--- src/rtl/scroll_seq_pkg.sv ---
package scroll_seq_pkg;
  localparam int DEF_CX_W     = 5;
  localparam int DEF_CY_W     = 5;
  localparam int DEF_FY_W     = 3;
  localparam int DEF_LAST_ROW = 29;

  typedef enum logic [1:0] {
    UPD_HOLD  = 2'd0,
    UPD_FRAME = 2'd1,
    UPD_LINE  = 2'd2
  } upd_kind_e;
endpackage

--- src/rtl/scroll_vert_step.sv ---
module scroll_vert_step #(
  parameter int CX_W     = 5,
  parameter int CY_W     = 5,
  parameter int FY_W     = 3,
  parameter int LAST_ROW = 29,
  localparam int CY_LO   = CX_W,
  localparam int NT_LO   = CX_W + CY_W,
  localparam int FY_LO   = NT_LO + 2,
  localparam int ADDR_W  = FY_LO + FY_W
) (
  input  logic [ADDR_W-1:0] addr_i,
  output logic [ADDR_W-1:0] addr_o
);
  localparam logic [FY_W-1:0] FY_MAX = '1;
  localparam logic [CY_W-1:0] CY_MAX = '1;
  localparam logic [CY_W-1:0] CY_WRAP = CY_W'(LAST_ROW);

  logic [FY_W-1:0] fy;
  logic [CY_W-1:0] cy;

  assign fy = addr_i[FY_LO +: FY_W];
  assign cy = addr_i[CY_LO +: CY_W];

  always_comb begin
    addr_o = addr_i;
    if (fy != FY_MAX) begin
      addr_o[FY_LO +: FY_W] = fy + FY_W'(1);
    end else begin
      addr_o[FY_LO +: FY_W] = '0;
      if (cy == CY_WRAP) begin
        addr_o[CY_LO +: CY_W] = '0;
        addr_o[NT_LO + 1]     = ~addr_i[NT_LO + 1];
      end else if (cy == CY_MAX) begin
        // rows past the visible area wrap without a nametable change
        addr_o[CY_LO +: CY_W] = '0;
      end else begin
        addr_o[CY_LO +: CY_W] = cy + CY_W'(1);
      end
    end
  end
endmodule

--- src/rtl/scroll_horiz_copy.sv ---
module scroll_horiz_copy #(
  parameter int CX_W    = 5,
  parameter int CY_W    = 5,
  parameter int FY_W    = 3,
  localparam int NT_LO  = CX_W + CY_W,
  localparam int ADDR_W = NT_LO + 2 + FY_W
) (
  input  logic [ADDR_W-1:0] base_i,
  input  logic [ADDR_W-1:0] tmp_i,
  output logic [ADDR_W-1:0] addr_o
);
  logic [ADDR_W-1:0] h_mask;

  for (genvar b = 0; b < ADDR_W; b++) begin : g_mask
    if (b < CX_W || b == NT_LO) begin : g_h
      assign h_mask[b] = 1'b1;
    end else begin : g_v
      assign h_mask[b] = 1'b0;
    end
  end

  assign addr_o = (base_i & ~h_mask) | (tmp_i & h_mask);
endmodule

--- src/rtl/scroll_addr_seq.sv ---
module scroll_addr_seq
  import scroll_seq_pkg::*;
#(
  parameter int CX_W     = DEF_CX_W,
  parameter int CY_W     = DEF_CY_W,
  parameter int FY_W     = DEF_FY_W,
  parameter int LAST_ROW = DEF_LAST_ROW,
  localparam int CY_LO   = CX_W,
  localparam int NT_LO   = CX_W + CY_W,
  localparam int FY_LO   = NT_LO + 2,
  localparam int ADDR_W  = FY_LO + FY_W
) (
  input  logic              clk_i,
  input  logic              rst_ni,
  input  logic              frame_start_i,
  input  logic              line_start_i,
  input  logic              line_end_i,
  input  logic              bg_en_i,
  input  logic              spr_en_i,
  input  logic [ADDR_W-1:0] tmp_addr_i,
  output logic [ADDR_W-1:0] cur_addr_o,
  output logic [CX_W-1:0]   coarse_x_o,
  output logic [CY_W-1:0]   coarse_y_o,
  output logic [1:0]        nt_sel_o,
  output logic [FY_W-1:0]   fine_y_o
);
  logic              render;
  logic              armed_q;
  logic [ADDR_W-1:0] cur_q, cur_d;
  logic [ADDR_W-1:0] v_addr, step_base, h_addr;
  upd_kind_e         kind;

  assign render = bg_en_i | spr_en_i;

  scroll_vert_step #(
    .CX_W(CX_W), .CY_W(CY_W), .FY_W(FY_W), .LAST_ROW(LAST_ROW)
  ) u_vert (
    .addr_i (cur_q),
    .addr_o (v_addr)
  );

  // vertical step first, horizontal copy on top of it
  assign step_base = line_end_i ? v_addr : cur_q;

  scroll_horiz_copy #(
    .CX_W(CX_W), .CY_W(CY_W), .FY_W(FY_W)
  ) u_horiz (
    .base_i (step_base),
    .tmp_i  (tmp_addr_i),
    .addr_o (h_addr)
  );

  always_comb begin
    if (!render)           kind = UPD_HOLD;
    else if (frame_start_i) kind = UPD_FRAME;
    else if (armed_q)      kind = UPD_LINE;
    else                   kind = UPD_HOLD;
  end

  always_comb begin
    unique case (kind)
      UPD_FRAME: cur_d = tmp_addr_i;
      UPD_LINE:  cur_d = line_start_i ? h_addr : step_base;
      default:   cur_d = cur_q;
    endcase
  end

  always_ff @(posedge clk_i or negedge rst_ni) begin
    if (!rst_ni) begin
      cur_q   <= '0;
      armed_q <= 1'b0;
    end else begin
      cur_q <= cur_d;
      if (kind == UPD_FRAME) armed_q <= 1'b1;
    end
  end

  assign cur_addr_o = cur_q;
  assign coarse_x_o = cur_q[0 +: CX_W];
  assign coarse_y_o = cur_q[CY_LO +: CY_W];
  assign nt_sel_o   = cur_q[NT_LO +: 2];
  assign fine_y_o   = cur_q[FY_LO +: FY_W];

  localparam logic [FY_W-1:0] FY_TOP  = '1;
  localparam logic [CY_W-1:0] CY_TOP  = '1;
  localparam logic [CY_W-1:0] CY_WRAP = CY_W'(LAST_ROW);

  logic line_go;
  assign line_go = render && armed_q && !frame_start_i;

  p_unarmed_zero_r1: assert property (@(posedge clk_i) disable iff (!rst_ni)
    (!armed_q && !(render && frame_start_i)) |=> (cur_addr_o == '0));

  p_idle_hold_r2: assert property (@(posedge clk_i) disable iff (!rst_ni)
    !render |=> $stable(cur_addr_o));

  p_frame_load_r3: assert property (@(posedge clk_i) disable iff (!rst_ni)
    (render && frame_start_i) |=> (cur_addr_o == $past(tmp_addr_i)));

  p_hcopy_r4: assert property (@(posedge clk_i) disable iff (!rst_ni)
    (line_go && line_start_i) |=>
      (coarse_x_o == $past(tmp_addr_i[0 +: CX_W])) &&
      (cur_addr_o[NT_LO] == $past(tmp_addr_i[NT_LO])));

  p_fine_step_r5: assert property (@(posedge clk_i) disable iff (!rst_ni)
    (line_go && line_end_i && fine_y_o != FY_TOP) |=>
      (fine_y_o == $past(fine_y_o) + FY_W'(1)) && (coarse_y_o == $past(coarse_y_o)));

  p_row_wrap_r7: assert property (@(posedge clk_i) disable iff (!rst_ni)
    (line_go && line_end_i && fine_y_o == FY_TOP && coarse_y_o == CY_WRAP) |=>
      (coarse_y_o == '0) && (fine_y_o == '0) && (nt_sel_o[1] != $past(nt_sel_o[1])));

  p_row_over_r8: assert property (@(posedge clk_i) disable iff (!rst_ni)
    (line_go && line_end_i && fine_y_o == FY_TOP && coarse_y_o == CY_TOP) |=>
      (coarse_y_o == '0) && (nt_sel_o[1] == $past(nt_sel_o[1])));
endmodule

--- config.mk ---
export PLATFORM = sky130hd
export DESIGN_NAME = scroll_addr_seq
export DESIGN_NICKNAME = d
export VERILOG_FILES = /design/src/rtl/scroll_seq_pkg.sv /design/src/rtl/scroll_vert_step.sv /design/src/rtl/scroll_horiz_copy.sv /design/src/rtl/scroll_addr_seq.sv
export SDC_FILE = /design/constraint.sdc
export NUM_CORES = 1
export LEC_CHECK = 0
export ABC_AREA = 1
export BUFFER_PORTS_ARGS = -buffer_cell sky130_fd_sc_hd__buf_2
export CORE_MARGIN = 2
export CORE_UTILIZATION = 57
export DETAILED_ROUTE_END_ITERATION = 12
export GPL_ROUTABILITY_DRIVEN = 0
export PLACE_DENSITY = 0.86
export SETUP_SLACK_MARGIN = 0.3
export SLEW_MARGIN = 20
export SYNTH_ARGS = -nofsm -noshare
export SYNTH_HDL_FRONTEND = slang
export SYNTH_HIERARCHICAL = 1
export SYNTH_SLANG_ARGS = --single-unit
--- constraint.sdc ---
create_clock -name clk_i -period 3.35 [get_ports clk_i]
set_input_delay 0.335 -clock clk_i [delete_from_list [all_inputs] [get_ports clk_i]]
set_output_delay 0.335 -clock clk_i [all_outputs]
set_load 0.01 [all_outputs]
After elaboration in Yosys (flattened, before gate mapping)
Index checks and enable logic that the tools add are counted.
- bits in registers: 16
- input bits: 22
- output and inout port bits: 30
- logic and storage cells: 28
- add/subtract/negate cells: 2
- equal/unequal tests: 6
- muxes and demuxes: 12
- bitwise gates (word level): 3
- reduce and logical (&&, ||, !) cells: 2
- operators by type and width (kind ; number):
    $mux 15 ; 2
    $pmux 15 s2 ; 1
    $mux 5 ; 3
    $or 15x11->15 ; 1
    $eq 5x5->1 const B ; 2
    $mux 2 ; 3
    $add 5x1->5 const B ; 1
    $add 3x1->3 const B ; 1
    $mux 3 ; 1
    $ne 3x3->1 const B ; 1
    $eq 2x1->1 const B ; 1
    $eq 2x2->1 const B ; 1
    $mux 1 ; 2
    $ne 2x2->1 const B ; 1
    $reduce_and 2->1 ; 1
    $reduce_bool 2->1 ; 1
    $not 1->1 ; 1
    $or 1x1->1 ; 1

Depth between registers and ports, before layout
- word-level depth: 8
- gate-level depth with buffers: 16
- gate-level depth less buffers: 15

Hierarchy
The synthesis kept the hierarchy.
- modules (own cells, without submodules) (module ; instances ; cells an instance ; area an instance (um2) ; sequential area each (um2)):
    scroll_addr_seq ; 1 ; 207 ; 1491.4 ; 400.4
    scroll_vert_step ; 1 ; 51 ; 286.5 ; 0.0
    scroll_horiz_copy ; 1 ; 15 ; 112.6 ; 0.0

Worst setup path before layout
OpenSTA, ideal clock, no wires.
- kind: flip-flop to flip-flop
- start point: register cur_q[5] (netlist: cur_addr_o[5])
- end point: register cur_q[8] (netlist: cur_addr_o[8])
- library setup time: 0.073 ns
- data arrival time: 1.885 ns
- required time: 3.277 ns
- setup slack: 1.391 ns
- cell stages (with the launch flop): 17
- buffers on the path: 1
- clock period less this slack: 1.959 ns
- cells stage by stage: dfrtp_1 ha_1 nand2_1 nor2_1 ha_1 inv_1 nand2_1 nor2_2 nand2_1 nand2_1 nand2_1 nand2_1 buf_4 inv_1 a21oi_1 nand2_1 a21oi_2
- longest elaborated chain between the ends: 8
- elaborated cells on any way between the ends: 10
- those cells by class: add/sub: 1; eq/ne: 2; mux: 6; bitwise: 1
- ends and longest elaborated chain (item ; line ; source):
    from (decl) ; scroll_addr_seq.sv:29 ; logic [ADDR_W-1:0] cur_q, cur_d;
    from (signal assigned) ; scroll_addr_seq.sv:73 ; cur_q <= cur_d;
    $add 5x1->5 / $eq 5x5->1 (equally long branches) ; scroll_vert_step.sv:37, scroll_vert_step.sv:33 ;
    $mux 5 ; scroll_vert_step.sv:33 ; end else if (cy == CY_MAX) begin
    $mux 5 (*) ; scroll_vert_step.sv:30 ; if (cy == CY_WRAP) begin
    $mux 5 (*) ; scroll_vert_step.sv:26 ; if (fy != FY_MAX) begin
    net v_addr[8] ; scroll_addr_seq.sv:30 ; logic [ADDR_W-1:0] v_addr, step_base, h_addr;
    $mux 15 (*) ; scroll_addr_seq.sv:43 ; assign step_base = line_end_i ? v_addr : cur_q;
    net step_base[8] ; scroll_addr_seq.sv:30 ;
    $or 15x11->15 (*) ; scroll_horiz_copy.sv:22 ; assign addr_o = (base_i & ~h_mask) | (tmp_i & h_mask);
    net h_addr[8] ; scroll_addr_seq.sv:30 ;
    $mux 15 (*) ; scroll_addr_seq.sv:63 ; UPD_LINE: cur_d = line_start_i ? h_addr : step_base;
    $pmux 15 s2 (*) ; scroll_addr_seq.sv:61 ; unique case (kind)
Mark *: on every way through the listed nets, which the timed path passes. The rest lies on a longest branch. The select of a mux whose other input is x is not followed.
A chain may end at the register's enable or synchronous reset.

Final worst setup path
- start point: register cur_q[5] (netlist: cur_addr_o[5])
- end point: register cur_q[6] (netlist: cur_addr_o[6])
- longest elaborated chain between the ends: 8
- elaborated cells on any way between the ends: 10
- those cells by class: add/sub: 1; eq/ne: 2; mux: 6; bitwise: 1
- ends and longest elaborated chain (item ; line):
    $add 5x1->5 / $eq 5x5->1 (equally long branches) ; scroll_vert_step.sv:37, scroll_vert_step.sv:33
    $mux 5 ; scroll_vert_step.sv:33
    $mux 5 (*) ; scroll_vert_step.sv:30
    $mux 5 (*) ; scroll_vert_step.sv:26
    net v_addr[6] ; scroll_addr_seq.sv:30
    $mux 15 (*) ; scroll_addr_seq.sv:43
    net step_base[6] ; scroll_addr_seq.sv:30
    $or 15x11->15 ; scroll_horiz_copy.sv:22
    $mux 15 (*) ; scroll_addr_seq.sv:63
    $pmux 15 s2 (*) ; scroll_addr_seq.sv:61
Marks and branches as above.

==> run metrics <==
result of the run=finished clean; clock-pin slew reported for the worst setup and hold paths after clock tree synthesis=0.11 ns; buffer cell driving the clock tree root=clkbuf_4; highest net fanout along the worst path=10; Max-Slew Margin vs Limit=0.6112; cell with the largest stage delay on the worst path=dfrtp_1; effective utilization at floorplan=0.6069; wirelength, routed=3645 µm; total leakage power=0.9949 nW; die width=61.25 µm; Net Count, Synth=296; die area=3751 µm²; Max Fclk=483.0 MHz; count of endpoints failing hold in the final timing report=0; post-DR wirelength/cell=11.46 µm; net switching power=452.9 µW; first-pass GRT wire length=5837 µm; arrival time at the worst endpoint=2.31 ns; proportion of layout cells with a drive suffix above 1=0.3650; worst slack at placement=1.324 ns; leftover overflow at the end of global routing=0; number of DRC markers after the initial detailed-route iteration=44; cell repeated most along the worst path=nand2_1; CORE AREA=3078 µm²; max_cap viols=0; critical path required time=3.59 ns; share of the cycle needed by the critical path after routing=0.6180; Slew Viols, Final=0; Largest stage delay, worst path=0.51 ns; Comb power frac=0.519; first-pass iteration count of the detailed router=4; area delta synth->final=-1.339%; Syn. warnings=6; start-to-end type of the worst setup path=register to register; summed negative setup slack over all endpoints=0 ns; maximum clock skew at final layout=0.004458 ns; DRT antenna net count=0; CTS sink cnt=16; Clock H-tree levels=1; maximum number of buffers from clock root to sink=2; number of nets in the final layout=304; clock tree from TritonCTS=done; maximum VDD drop=0.2089 mV; worst-path cell chain=ha_1 -> nand2_1 -> nor2_1 -> ha_1 -> inv_1 -> nand2_1 -> nor2_2 -> nand2_1 -> nand2_1 -> nand2_1 -> nand2_1 -> inv_1 -> a21oi_1 -> nand2_1 -> a21oi_2; final setup vio count=0; cell count after synthesis=267; Syn Area/Cell=6.996 µm²; total number of placement rows=20; HPWL after DPL=2552 µm; antenna violations before repair=0; clock buffer count from CTS=3; overall power consumption=964.9 µW; Reg power frac=0.337; Remaining DRCs=0; count of buffers inserted at the top-level ports=51; time the worst path needs with I/O delays and setup=2.070 ns; pin count of the biggest net entering global routing=31; vias in the first global route=1328; Worst Setup Start Kind=register; RSZ-0062 raised after global routing=false; die height=61.25 µm; Vias per Instance=4.921; Clk network pwr share=0.144; path category of the worst min-delay check=input port to register; worst setup slack after layout=1.280 ns; detailed-route via count=1565; Switching Share=0.4694; Critical Path End Type=register; total routing usage reported by global routing=0.2057; slew of the pin with the lowest slew margin=0.5832 ns; number of primary I/O pins=52; summed instance area of the synthesized netlist=1868 µm²; final design utilization=0.5988; cells resized by post-CTS repair=0; areal power density over the cells=523.5 nW/µm²; clock latency on the worst-skew pair=0.30 ns; number of antenna repair diodes=0; internal power summed over all cells=512.0 µW
[final cells by class]
cell class | count | area [µm²]
fillers | 303 | 1235
flip-flops and latches | 16 | 400.4
multi-input cells | 173 | 967.2
repair buffers | 52 | 265.3
well taps | 44 | 55.05
inverters | 29 | 118.9
clock buffers | 4 | 36.28
[per-layer routing]
metal  vias to the layer above  track usage  routed length [µm]
met3                         7      0.03151                 204
met4                         0      0.04658                  40
met2                        51       0.3495                1715
met1                       688       0.2757                1684
met5                         -            0                   0
li1                        819            -                   -
[metrics by stage]
stage,hold slack [ns],area (µm²),std cells
CTS,0.3328,1843,318
floorplan,0.03941,1868,267
global route,0.3333,1843,318
detailed placement,0.2878,1797,313
global placement,0.2815,1797,313
finish,0.3288,1843,318
[layout by cell type (no fill, tap or decap), drive strengths merged]
cell,instances
ha,7
nor3,1
inv,29
o21ai,1
nand2,77
or2,1
nand3b,1
nand3,16
clkbuf,4
buf,51
dfrtp,16
nand4,1
dlygate4sd3,1
nor2,22
a21oi,46
[power by group through the flow]
stage / clock network [mW] / logic [mW] / registers, mW
after floorplan: 0 / 0.473 / 0.341
after global placement: 0 / 0.489 / 0.328
after detailed placement: 0 / 0.499 / 0.330
after CTS: 0.140 / 0.503 / 0.326
after global routing: 0.145 / 0.562 / 0.337
final: 0.139 / 0.501 / 0.326
[critical path: cells and delay by family (launching register included)]
| family | cells | cell delay, ns |
|---|---|---|
| AND/OR/NAND/NOR | 9 | 0.73 |
| flip-flops | 1 | 0.51 |
| adder cells (fa/ha/maj) | 2 | 0.44 |
| AO/OA/AOI/OAI | 2 | 0.22 |
| buffers and inverters | 2 | 0.11 |
[path summary, 6_finish.rpt]
kind                           startpoint             end  slack, ns  cells after the start
min reg2reg                       armed_q         armed_q       0.50                      1
min in group asynchronous          rst_ni  cur_addr_o[14]       0.49                      2
max                         cur_addr_o[5]   cur_addr_o[6]       1.28                     15
max in group asynchronous          rst_ni   cur_addr_o[7]       2.58                      2
min                        tmp_addr_i[13]  cur_addr_o[13]       0.33                      3
max reg2reg                 cur_addr_o[5]   cur_addr_o[6]       1.28                     15
[flip-flops by register name (all words and copies together), names as in the netlist]
name and count:
cur_addr_o 15, armed_q 1
[timing repair]
item,4_1_cts,5_1_grt
buffers inserted,0,0
hold endpoints to repair,16,0
hold buffers,1,0
No activity file was read; power rests on OpenSTA's default activity.
